===== src/rtl/lcd_seq_pkg.sv =====
package lcd_seq_pkg;
  localparam logic [1:0] LVL_LOW  = 2'b00;
  localparam logic [1:0] LVL_MID  = 2'b01;
  localparam logic [1:0] LVL_HIGH = 2'b10;

  // quarter-frame length in units of QUNIT ticks
  function automatic logic [3:0] fc_mult(input logic [2:0] fc);
    case (fc)
      3'b110:  return 4'd8;
      3'b111:  return 4'd6;
      3'b001:  return 4'd3;
      3'b010:  return 4'd2;
      default: return 4'd4;
    endcase
  endfunction

  function automatic logic [1:0] lvl_flip(input logic [1:0] l);
    return (l == LVL_HIGH) ? LVL_LOW : LVL_HIGH;
  endfunction
endpackage


===== src/rtl/lcd_frame_div.sv =====
module lcd_frame_div
  import lcd_seq_pkg::*;
#(
  parameter int QUNIT = 24
) (
  input  logic       clk_i,
  input  logic       rst_ni,
  input  logic       run_i,
  input  logic       tick_i,
  input  logic [2:0] fc_i,
  output logic [1:0] phase_o
);
  localparam int CW = $clog2(QUNIT * 8);

  logic [CW-1:0] cnt_q;
  logic [CW-1:0] last;

  always_comb last = CW'(QUNIT * int'(fc_mult(fc_i)) - 1);

  always_ff @(posedge clk_i or negedge rst_ni) begin
    if (!rst_ni) begin
      cnt_q   <= '0;
      phase_o <= '0;
    end else if (!run_i) begin
      cnt_q   <= '0;
      phase_o <= '0;
    end else if (tick_i) begin
      if (cnt_q >= last) begin
        cnt_q   <= '0;
        phase_o <= phase_o + 2'd1;
      end else begin
        cnt_q <= cnt_q + 1'b1;
      end
    end
  end
endmodule


===== src/rtl/lcd_com_gen.sv =====
module lcd_com_gen
  import lcd_seq_pkg::*;
(
  input  logic       dt_i,
  input  logic       active_i,
  input  logic [1:0] phase_i,
  output logic [1:0] com1_o,
  output logic [1:0] com2_o
);
  logic [1:0] drv_lvl;

  assign drv_lvl = phase_i[1] ? LVL_LOW : LVL_HIGH;

  always_comb begin
    com1_o = LVL_LOW;
    com2_o = LVL_LOW;
    if (active_i) begin
      if (!dt_i) begin
        com1_o = drv_lvl;
      end else if (!phase_i[0]) begin
        com1_o = drv_lvl;
        com2_o = LVL_MID;
      end else begin
        com1_o = LVL_MID;
        com2_o = drv_lvl;
      end
    end
  end
endmodule


===== src/rtl/lcd_seg_gen.sv =====
module lcd_seg_gen
  import lcd_seq_pkg::*;
#(
  parameter int NUM_SEG = 54
) (
  input  logic [2*NUM_SEG-1:0]     disp_i,
  input  logic                     dt_i,
  input  logic                     sc_i,
  input  logic                     active_i,
  input  logic [1:0]               phase_i,
  output logic [NUM_SEG-1:0][1:0]  lvl_o
);
  // level of the common being driven this quarter (common 1 in static mode)
  logic [1:0] ref_lvl;
  assign ref_lvl = phase_i[1] ? LVL_LOW : LVL_HIGH;

  for (genvar g = 0; g < NUM_SEG; g++) begin : g_seg
    logic dot;
    logic lit;
    always_comb begin
      if (dt_i) dot = phase_i[0] ? disp_i[2*g+1] : disp_i[2*g];
      else      dot = disp_i[g];
      lit = dot & ~sc_i;
      if (!active_i) lvl_o[g] = LVL_LOW;
      else           lvl_o[g] = lit ? lvl_flip(ref_lvl) : ref_lvl;
    end
  end
endmodule


===== src/rtl/lcd_port_mux.sv =====
module lcd_port_mux
  import lcd_seq_pkg::*;
#(
  parameter int NUM_SEG  = 54,
  parameter int GPO_PINS = 4
) (
  input  logic [2:0]               pmux_i,
  input  logic                     dt_i,
  input  logic                     inh_ni,
  input  logic [2*NUM_SEG-1:0]     disp_i,
  input  logic [NUM_SEG-1:0][1:0]  seg_lvl_i,
  output logic [2*NUM_SEG-1:0]     seg_o
);
  logic [2:0] gpo_cnt;
  assign gpo_cnt = (int'(pmux_i) <= GPO_PINS) ? pmux_i : 3'd0;

  for (genvar g = 0; g < NUM_SEG; g++) begin : g_pin
    if (g < GPO_PINS) begin : g_port
      logic gpo_en;
      logic bit_v;
      assign gpo_en = inh_ni && (int'(gpo_cnt) > g);
      assign bit_v  = dt_i ? disp_i[2*g] : disp_i[g];
      assign seg_o[2*g+:2] = gpo_en ? (bit_v ? LVL_HIGH : LVL_LOW) : seg_lvl_i[g];
    end else begin : g_plain
      assign seg_o[2*g+:2] = seg_lvl_i[g];
    end
  end
endmodule


===== src/rtl/lcd_wave_seq.sv =====
module lcd_wave_seq
  import lcd_seq_pkg::*;
#(
  parameter int NUM_SEG  = 54,
  parameter int GPO_PINS = 4,
  parameter int QUNIT    = 24
) (
  input  logic                   clk_i,
  input  logic                   rst_ni,
  input  logic                   tick_i,
  input  logic                   inh_ni,
  input  logic                   dt_i,
  input  logic [2:0]             fc_i,
  input  logic                   sc_i,
  input  logic                   bu_i,
  input  logic [2:0]             pmux_i,
  input  logic [2*NUM_SEG-1:0]   disp_i,
  output logic [3:0]             com_o,
  output logic [2*NUM_SEG-1:0]   seg_o
);
  logic                    active;
  logic [1:0]              phase;
  logic [NUM_SEG-1:0][1:0] seg_lvl;

  assign active = inh_ni & ~bu_i;

  lcd_frame_div #(.QUNIT(QUNIT)) u_div (
    .clk_i  (clk_i),
    .rst_ni (rst_ni),
    .run_i  (active),
    .tick_i (tick_i),
    .fc_i   (fc_i),
    .phase_o(phase)
  );

  lcd_com_gen u_com (
    .dt_i    (dt_i),
    .active_i(active),
    .phase_i (phase),
    .com1_o  (com_o[1:0]),
    .com2_o  (com_o[3:2])
  );

  lcd_seg_gen #(.NUM_SEG(NUM_SEG)) u_seg (
    .disp_i  (disp_i),
    .dt_i    (dt_i),
    .sc_i    (sc_i),
    .active_i(active),
    .phase_i (phase),
    .lvl_o   (seg_lvl)
  );

  lcd_port_mux #(.NUM_SEG(NUM_SEG), .GPO_PINS(GPO_PINS)) u_mux (
    .pmux_i   (pmux_i),
    .dt_i     (dt_i),
    .inh_ni   (inh_ni),
    .disp_i   (disp_i),
    .seg_lvl_i(seg_lvl),
    .seg_o    (seg_o)
  );
endmodule


===== config.mk =====
export PLATFORM = sky130hd
export DESIGN_NAME = lcd_wave_seq
export DESIGN_NICKNAME = d
export VERILOG_FILES = /design/src/rtl/lcd_seq_pkg.sv /design/src/rtl/lcd_frame_div.sv /design/src/rtl/lcd_com_gen.sv /design/src/rtl/lcd_seg_gen.sv /design/src/rtl/lcd_port_mux.sv /design/src/rtl/lcd_wave_seq.sv
export SDC_FILE = /design/constraint.sdc
export NUM_CORES = 1
export LEC_CHECK = 0
export BUFFER_PORTS_ARGS = -buffer_cell sky130_fd_sc_hd__buf_2
export CORE_UTILIZATION = 40
export CTS_BUF_LIST = sky130_fd_sc_hd__clkbuf_2
export DETAILED_ROUTE_END_ITERATION = 8
export PLACE_DENSITY = 0.83
export SLEW_MARGIN = 20
export SYNTH_ARGS = -nofsm -noshare
export SYNTH_HDL_FRONTEND = slang
export SYNTH_HIERARCHICAL = 1
export SYNTH_SLANG_ARGS = --single-unit

===== constraint.sdc =====
create_clock -name clk_i -period 1.9 [get_ports clk_i]
set_clock_uncertainty 0.05 [all_clocks]
set_input_delay 0.095 -clock clk_i [delete_from_list [all_inputs] [get_ports clk_i]]
set_output_delay 0.095 -clock clk_i [all_outputs]
set_load 0.02 [all_outputs]

======== After elaboration in Yosys (flattened, before gate mapping) ========
Index checks and enable logic that the tools add are counted.
word-level totals
  register bits ........................... 10
  input bits .............................. 121
  output and inout bits ................... 112
  word-level logic and storage cells ...... 324
operators by class
  $add $sub $neg .......................... 3
  $mul .................................... 1
  magnitude comparators ................... 6
  equal/unequal tests ..................... 7
  multiplexer cells ....................... 243
  bitwise operators ....................... 57
  reduce and logical (&&, ||, !) cells .... 5
operator list
  kind                   count
  $mux W2                127
  $mux W1                111
  $and A1 B1 Y1          55
  $mux W8                3
  $pmux W4 S4            1
  $add A8 B1 Y8 const B  1
  $ge A8 B8 Y1           1
  $sub A8 B2 Y8 const B  1
  $eq A3 B3 Y1 const B   2
  $gt A3 B1 Y1 const B   2
  $gt A3 B2 Y1 const B   2
  $mul A2 B4 Y5 const A  1
  $logic_and A1 B1 Y1    4
  $ne A2 B2 Y1 const B   2
  $eq A3 B1 Y1 const B   1
  $eq A3 B2 Y1 const B   1
  $le A3 B3 Y1 const B   1
  $mux W3                1
  $add A2 B1 Y2 const B  1
  $eq A2 B2 Y1 const B   1
  $not A1 Y1             2
  $reduce_and A2 Y1      1

======== Logic depth before layout (Yosys ltp) ========
  depth after elaboration ................. 8
  gate-level depth with buffers ........... 13
  depth with buffers taken out ............ 13

======== Modules after synthesis ========
The synthesis kept the hierarchy.
by module, submodules not included
  module         times used  cells each  area an instance (um2)  seq. area each (um2)
  lcd_seg_gen    1           373         2972.9                  0.0
  lcd_port_mux   1           119         912.1                   0.0
  lcd_frame_div  1           98          908.4                   250.2
  lcd_com_gen    1           7           32.5                    0.0
  lcd_wave_seq   1           1           13.8                    0.0

======== Worst setup path before layout ========
No wires, ideal clock.
  kind .................................... input to register
  from .................................... input port fc_i[1]
  to ...................................... register u_div.cnt_q[4]
  setup time .............................. 0.121 ns
  arrival ................................. 2.860 ns
  required time ........................... 1.729 ns
  slack ................................... -1.131 ns
  stages .................................. 12
  path buffers ............................ 0
  path through ............................ xnor2_1 o21ai_0 ha_1 fa_1 nor3b_1 xnor2_1 xnor2_1 ha_1 nand2_1 a221oi_4 o31ai_1 a22o_1
on the way
  longest elaborated chain between the ends .. 8
  elaborated cells on any way between the ends .. 11
  those cells by class .................... add/sub (1); mul (1); order compare (1); eq/ne (4); mux (4)
ends and longest elaborated chain
  element                               RTL line             source
  from (decl)                           lcd_wave_seq.sv:13   input logic [2:0] fc_i,
  $eq A3 B2 Y1 (tied with other cells)  lcd_seq_pkg.sv:8     case (fc)
  $pmux W4 S4 (*)                       lcd_seq_pkg.sv:8
  $mul A2 B4 Y5 (*)                     lcd_frame_div.sv:18  always_comb last = CW'(QUNIT * int'(fc_mult(fc_i)) - 1);
  $sub A8 B2 Y8 (*)                     lcd_frame_div.sv:18
  $ge A8 B8 Y1 (*)                      lcd_frame_div.sv:28  if (cnt_q >= last) begin
  $mux W8 (*)                           lcd_frame_div.sv:28
  $mux W8 (*)                           lcd_frame_div.sv:27  end else if (tick_i) begin
  $mux W8 (*)                           lcd_frame_div.sv:24  end else if (!run_i) begin
  to (signal assigned)                  lcd_frame_div.sv:32  cnt_q <= cnt_q + 1'b1;
  to (decl)                             lcd_frame_div.sv:15  logic [CW-1:0] cnt_q;
Every way passes the cells marked *; elsewhere a longest branch is shown, timed or not. The select of a mux whose other input is x is not followed.
A chain may end at the register's enable or synchronous reset.

======== Final worst setup path ========
  from .................................... input port fc_i[1]
  to ...................................... register u_div.cnt_q[5]
Same word-level chain as after synthesis.

==> flow_summary.html <==
<table>
<tr><th>Metric</th><th>Value</th></tr>
<tr><th colspan="2">Timing</th></tr>
<tr><td>Final cycle utilization of the critical path</td><td>138%</td></tr>
<tr><td>Number of max-slew violations in the final report</td><td>0</td></tr>
<tr><td>Unrepaired setup endpoints after global routing</td><td>true</td></tr>
<tr><td>Final hold viol count</td><td>0</td></tr>
<tr><td>Final sum of negative setup slack</td><td>-9900 ps</td></tr>
<tr><td>Final critical-path setup slack</td><td>-724 ps</td></tr>
<tr><td>Maximum clock frequency</td><td>381 MHz</td></tr>
<tr><td>Crit path time final</td><td>2620 ps</td></tr>
<tr><td>Final setup violating endpoints</td><td>51</td></tr>
<tr><th colspan="2">GRT</th></tr>
<tr><td>Number of global-route vias before repair</td><td>4,457</td></tr>
<tr><td>Largest net degree at the start of global routing</td><td>49</td></tr>
<tr><td>Global routing's busiest layer</td><td>met2</td></tr>
<tr><td>Global-route wire length before repair</td><td>22,700 um</td></tr>
<tr><td>GRT Overall Usage</td><td>22.2%</td></tr>
<tr><td>Global routing met3 resource utilization</td><td>2.89%</td></tr>
<tr><td>GRT met1 Usage</td><td>27.4%</td></tr>
<tr><td>Overflow after GRT</td><td>0</td></tr>
<tr><td>GR met2 Demand/Resource</td><td>40.7%</td></tr>
<tr><td>Initial antenna violation count</td><td>0</td></tr>
<tr><th colspan="2">Synth</th></tr>
<tr><td>Basic-gate share of the synthesized area counting and, or, nand and nor cells</td><td>16.3%</td></tr>
<tr><td>Share of synthesized area occupied by flip-flops and latches</td><td>5.17%</td></tr>
<tr><td>Mux cell area share after synthesis</td><td>24.3%</td></tr>
<tr><td>Number of distinct standard cells referenced by the synthesized netlist</td><td>52</td></tr>
<tr><td>Number of synthesized flops with an enable pin</td><td>0</td></tr>
<tr><td>Post-Syn Area</td><td>4840 um^2</td></tr>
<tr><td>Synthesized instance count</td><td>598</td></tr>
<tr><td>Largest family of logic cells by synthesized area</td><td>buffers and inverters</td></tr>
<tr><td>Number of warnings issued by yosys</td><td>6</td></tr>
<tr><td>Adder-Cell Fraction of Synth Area</td><td>3.00%</td></tr>
<tr><td>FFs w/ async S/R, synth</td><td>100%</td></tr>
<tr><td>Area fraction in compound gates after synthesis</td><td>21.1%</td></tr>
<tr><td>Mean instance size in the synthesized netlist</td><td>8.09 um^2</td></tr>
<tr><td>Most used DFF post-synth</td><td>sky130_fd_sc_hd__dfrtp_1</td></tr>
<tr><td>Parity-gate share of the synthesized area counting xor and xnor cells</td><td>1.09%</td></tr>
<tr><td>#FFs+latches synth</td><td>10</td></tr>
<tr><th colspan="2">Route</th></tr>
<tr><td>Number of DRC markers after the initial detailed-route iteration</td><td>297</td></tr>
<tr><td>Total Wirelength</td><td>16,000 um</td></tr>
<tr><td>Vias after detailed routing</td><td>4,604</td></tr>
<tr><td>Pre-Repair DR Iteration Count</td><td>7</td></tr>
<tr><td>Avg WL per Cell</td><td>18.9 um</td></tr>
<tr><td>Number of DRC violations after detailed routing</td><td>16</td></tr>
<tr><td>Average vias per placed instance</td><td>5.42</td></tr>
<tr><td>Post-route antenna net violation count</td><td>0</td></tr>
<tr><th colspan="2">Critical path</th></tr>
<tr><td>Kind of critical path</td><td>in2reg</td></tr>
<tr><td>Cell seen most often among critical-path stages</td><td>sky130_fd_sc_hd__xnor2_1</td></tr>
<tr><td>Worst Path Buf+Inv</td><td>2</td></tr>
<tr><td>Arrival time worst endpoint</td><td>2740 ps</td></tr>
<tr><td>Peak fanout along the critical path</td><td>7</td></tr>
<tr><td>Worst stage delay on the critical path</td><td>460 ps</td></tr>
<tr><td>Critical path endpoint category</td><td>flip-flop</td></tr>
<tr><td>Cells traversed along the worst timing path</td><td>buf_12, nor3b_4, ha_4, fa_2, nor3b_2, xnor2_1, xnor2_1, ha_1, nand2_2, a221oi_4, buf_6, nor2_4, a32o_1</td></tr>
<tr><td>Type of origin of the critical path</td><td>input pin</td></tr>
<tr><td>CP required</td><td>2010 ps</td></tr>
<tr><td>Kind of cell adding the most delay to the critical path</td><td>adder cells</td></tr>
<tr><td>Slowest cell on the critical path</td><td>sky130_fd_sc_hd__fa_2</td></tr>
<tr><th colspan="2">Run status</th></tr>
<tr><td>Result of the run</td><td>finished, violations left</td></tr>
<tr><td>Violations in the final reports</td><td>design-rule violations, negative setup slack</td></tr>
<tr><th colspan="2">Power</th></tr>
<tr><td>Leakage power summed over all cells</td><td>3.16 nW</td></tr>
<tr><td>Pwr dens</td><td>261 nW/um^2</td></tr>
<tr><td>Overall Power</td><td>1.75 mW</td></tr>
<tr><td>Maximum resistive drop on vdd</td><td>0.267 mV</td></tr>
<tr><th colspan="2">Hold path</th></tr>
<tr><td>Worst hold-check path type</td><td>in2async</td></tr>
<tr><th colspan="2">CTS</th></tr>
<tr><td>H-tree lvl count</td><td>1</td></tr>
<tr><td>Root buf cell</td><td>sky130_fd_sc_hd__clkbuf_2</td></tr>
<tr><td>CTS clock-pin slew for the worst setup and hold paths</td><td>120 ps</td></tr>
<tr><td>Clock insertion delay at the later pin of the skew report</td><td>260 ps</td></tr>
<tr><td>Number of sinks on the clock net</td><td>10</td></tr>
<tr><td>Number of CTS-inserted buffers</td><td>3</td></tr>
<tr><td>Clock tree from TritonCTS</td><td>yes</td></tr>
<tr><td>Number of buffers on the longest clock path</td><td>2</td></tr>
<tr><th colspan="2">Place</th></tr>
<tr><td>Sum of net half-perimeters after detailed placement</td><td>9720 um</td></tr>
<tr><td>Cell Area, Placed</td><td>5220 um^2</td></tr>
<tr><td>Routability cong.</td><td>0.880</td></tr>
<tr><td>Buffers added on ports</td><td>178</td></tr>
<tr><th colspan="2">Cells and area</th></tr>
<tr><td>Net total in the final layout</td><td>840</td></tr>
<tr><td>Layout cells sized above 1</td><td>54.3%</td></tr>
<tr><td>Final core utilization</td><td>57.9%</td></tr>
<tr><td>Final standard cell area without fillers</td><td>6720 um^2</td></tr>
<tr><td>Layout overhead on the synthesized area</td><td>38.9%</td></tr>
<tr><td># diodes</td><td>0</td></tr>
<tr><th colspan="2">Die</th></tr>
<tr><td>Core Box Area</td><td>11,600 um^2</td></tr>
<tr><td>Y dimension of the die</td><td>112 um</td></tr>
<tr><td>Effective utilization at floorplan</td><td>41.7%</td></tr>
<tr><td>DIE WIDTH</td><td>112 um</td></tr>
<tr><td>Cell row count</td><td>39</td></tr>
<tr><td>Floorplan die area</td><td>12,500 um^2</td></tr>
<tr><td>Top-level I/O count</td><td>233</td></tr>
<tr><th colspan="2">Run</th></tr>
<tr><td>Number of max-capacitance violations reported</td><td>0</td></tr>
</table>
==> flip-flops by register name, indices dropped and copies added (netlist names) <==
name,flops
u_div/cnt_q,8
u_div/phase_o,2
==> cells in the mapped netlist, types with 2 or more instances <==
master,n,share of area [%]
sky130_fd_sc_hd__clkbuf_1,15,1.2
sky130_fd_sc_hd__o21ai_0,3,0.31
sky130_fd_sc_hd__a21boi_0,2,0.31
sky130_fd_sc_hd__and3b_1,2,0.36
sky130_fd_sc_hd__o31ai_1,6,0.93
sky130_fd_sc_hd__and2b_2,2,0.36
sky130_fd_sc_hd__a21o_1,3,0.47
sky130_fd_sc_hd__nor2b_1,4,0.52
sky130_fd_sc_hd__buf_4,156,24
sky130_fd_sc_hd__nand3_1,6,0.62
sky130_fd_sc_hd__nor3b_1,3,0.47
sky130_fd_sc_hd__a221oi_2,50,16
sky130_fd_sc_hd__mux2_2,6,1.4
sky130_fd_sc_hd__inv_1,3,0.23
sky130_fd_sc_hd__a221oi_1,2,0.36
sky130_fd_sc_hd__xnor2_1,5,0.90
sky130_fd_sc_hd__nor2_1,61,4.7
sky130_fd_sc_hd__and3_1,3,0.39
sky130_fd_sc_hd__a22o_1,5,0.90
sky130_fd_sc_hd__nor3_1,4,0.41
sky130_fd_sc_hd__and2_1,4,0.52
sky130_fd_sc_hd__ha_1,10,2.6
sky130_fd_sc_hd__nand2_1,62,4.8
sky130_fd_sc_hd__nand2b_1,4,0.52
sky130_fd_sc_hd__buf_2,19,2.0
sky130_fd_sc_hd__and3_2,2,0.31
sky130_fd_sc_hd__a21oi_1,8,0.83
sky130_fd_sc_hd__dfrtp_1,10,5.2
sky130_fd_sc_hd__nand4_1,2,0.26
sky130_fd_sc_hd__mux2i_1,109,23
sky130_fd_sc_hd__buf_6,6,1.4
==> per-layer routing <==
| metal | share of wire (%) | vias to the layer above |
|---|---|---|
| met2 | 51 | 205 |
| li1 | - | 2164 |
| met3 | 5.5 | 36 |
| met5 | 0 | - |
| met4 | 2.9 | 0 |
| met1 | 40 | 2199 |
==> worst paths after layout <==
path	slack [ps]	cells after the start	from	endpoint
max	-720	13	fc_i[1]	u_div/cnt_q[5]$_DFFE_PN0P_
min	160	2	rst_ni	u_div/cnt_q[1]$_DFFE_PN0P_
max reg2reg	40	6	u_div/cnt_q[4]$_DFFE_PN0P_	u_div/cnt_q[5]$_DFFE_PN0P_
min reg2reg	510	1	u_div/cnt_q[7]$_DFFE_PN0P_	u_div/cnt_q[7]$_DFFE_PN0P_
max in group asynchronous	1410	2	rst_ni	u_div/phase_o[0]$_DFFE_PN0P_
min in group clk_i	190	4	tick_i	u_div/phase_o[1]$_DFFE_PN0P_
==> layout by cell type, fill, tap and decap left out, types with 19 or more instances in the layout <==
cell                       count
sky130_fd_sc_hd__mux2i_4      22
sky130_fd_sc_hd__nand2_1      61
sky130_fd_sc_hd__mux2i_2      19
sky130_fd_sc_hd__a221oi_2     39
sky130_fd_sc_hd__nor2_1       60
sky130_fd_sc_hd__mux2i_1      68
sky130_fd_sc_hd__conb_1       54
sky130_fd_sc_hd__buf_2       126
sky130_fd_sc_hd__buf_6        64
sky130_fd_sc_hd__buf_4        26
==> timing repair <==
action                                  4_1_cts  5_1_grt
cloned                                       10        4
pin swaps                                    25       26
buffers inserted                             17        6
hold endpoints to repair                     10        0
gates resized for setup                     131      120
hold buffers                                  1        0
endpoints found under the setup margin       63       64
==> stage by stage <==
step	hold WS, ps	setup WS, ps	cells
2_1_floorplan	-251	-870	651
3_3_place_gp	-80.0	-1030	816
3_5_place_dp	-78.5	-1130	816
4_1_cts	155	-737	847
5_1_grt	183	-799	850
6_report	158	-724	850
==> cell families after synthesis <==
family,count (synthesis)
fa+ha+maj,11
xor+xnor,6
mux,116
buf+inv,200
other cells,1
flops,10
compound gates,85
simple gates,169
==> worst reg2reg max path, cell delays in order, from the launching register on <==
cell	delay, ps
sky130_fd_sc_hd__dfrtp_1	420
sky130_fd_sc_hd__ha_1	310
sky130_fd_sc_hd__o21ai_0	150
sky130_fd_sc_hd__a221oi_4	330
sky130_fd_sc_hd__buf_6	180
sky130_fd_sc_hd__nor2_4	70
sky130_fd_sc_hd__a32o_1	250
==> where the power goes <==
part           switching (mW)  total, mW  leakage (nW)  internal, mW
sequential            0.00238      0.218         0.135         0.215
clock                  0.0794      0.125        0.0140        0.0457
combinational           0.776       1.41          3.01         0.634
total                   0.858       1.75          3.16         0.895
==> cell type report <==
type                            instances  area (um^2)
Clock inverter                          1         3.75
Tap cell                              143          179
Sequential cell                        10          255
Fill cell                             952         4890
Clock buffer                            3         15.0
Timing Repair Buffer                  248         2210
Inverter                                3         11.3
Multi-Input combinational cell        442         4050
(Power assumes the default switching activity.)
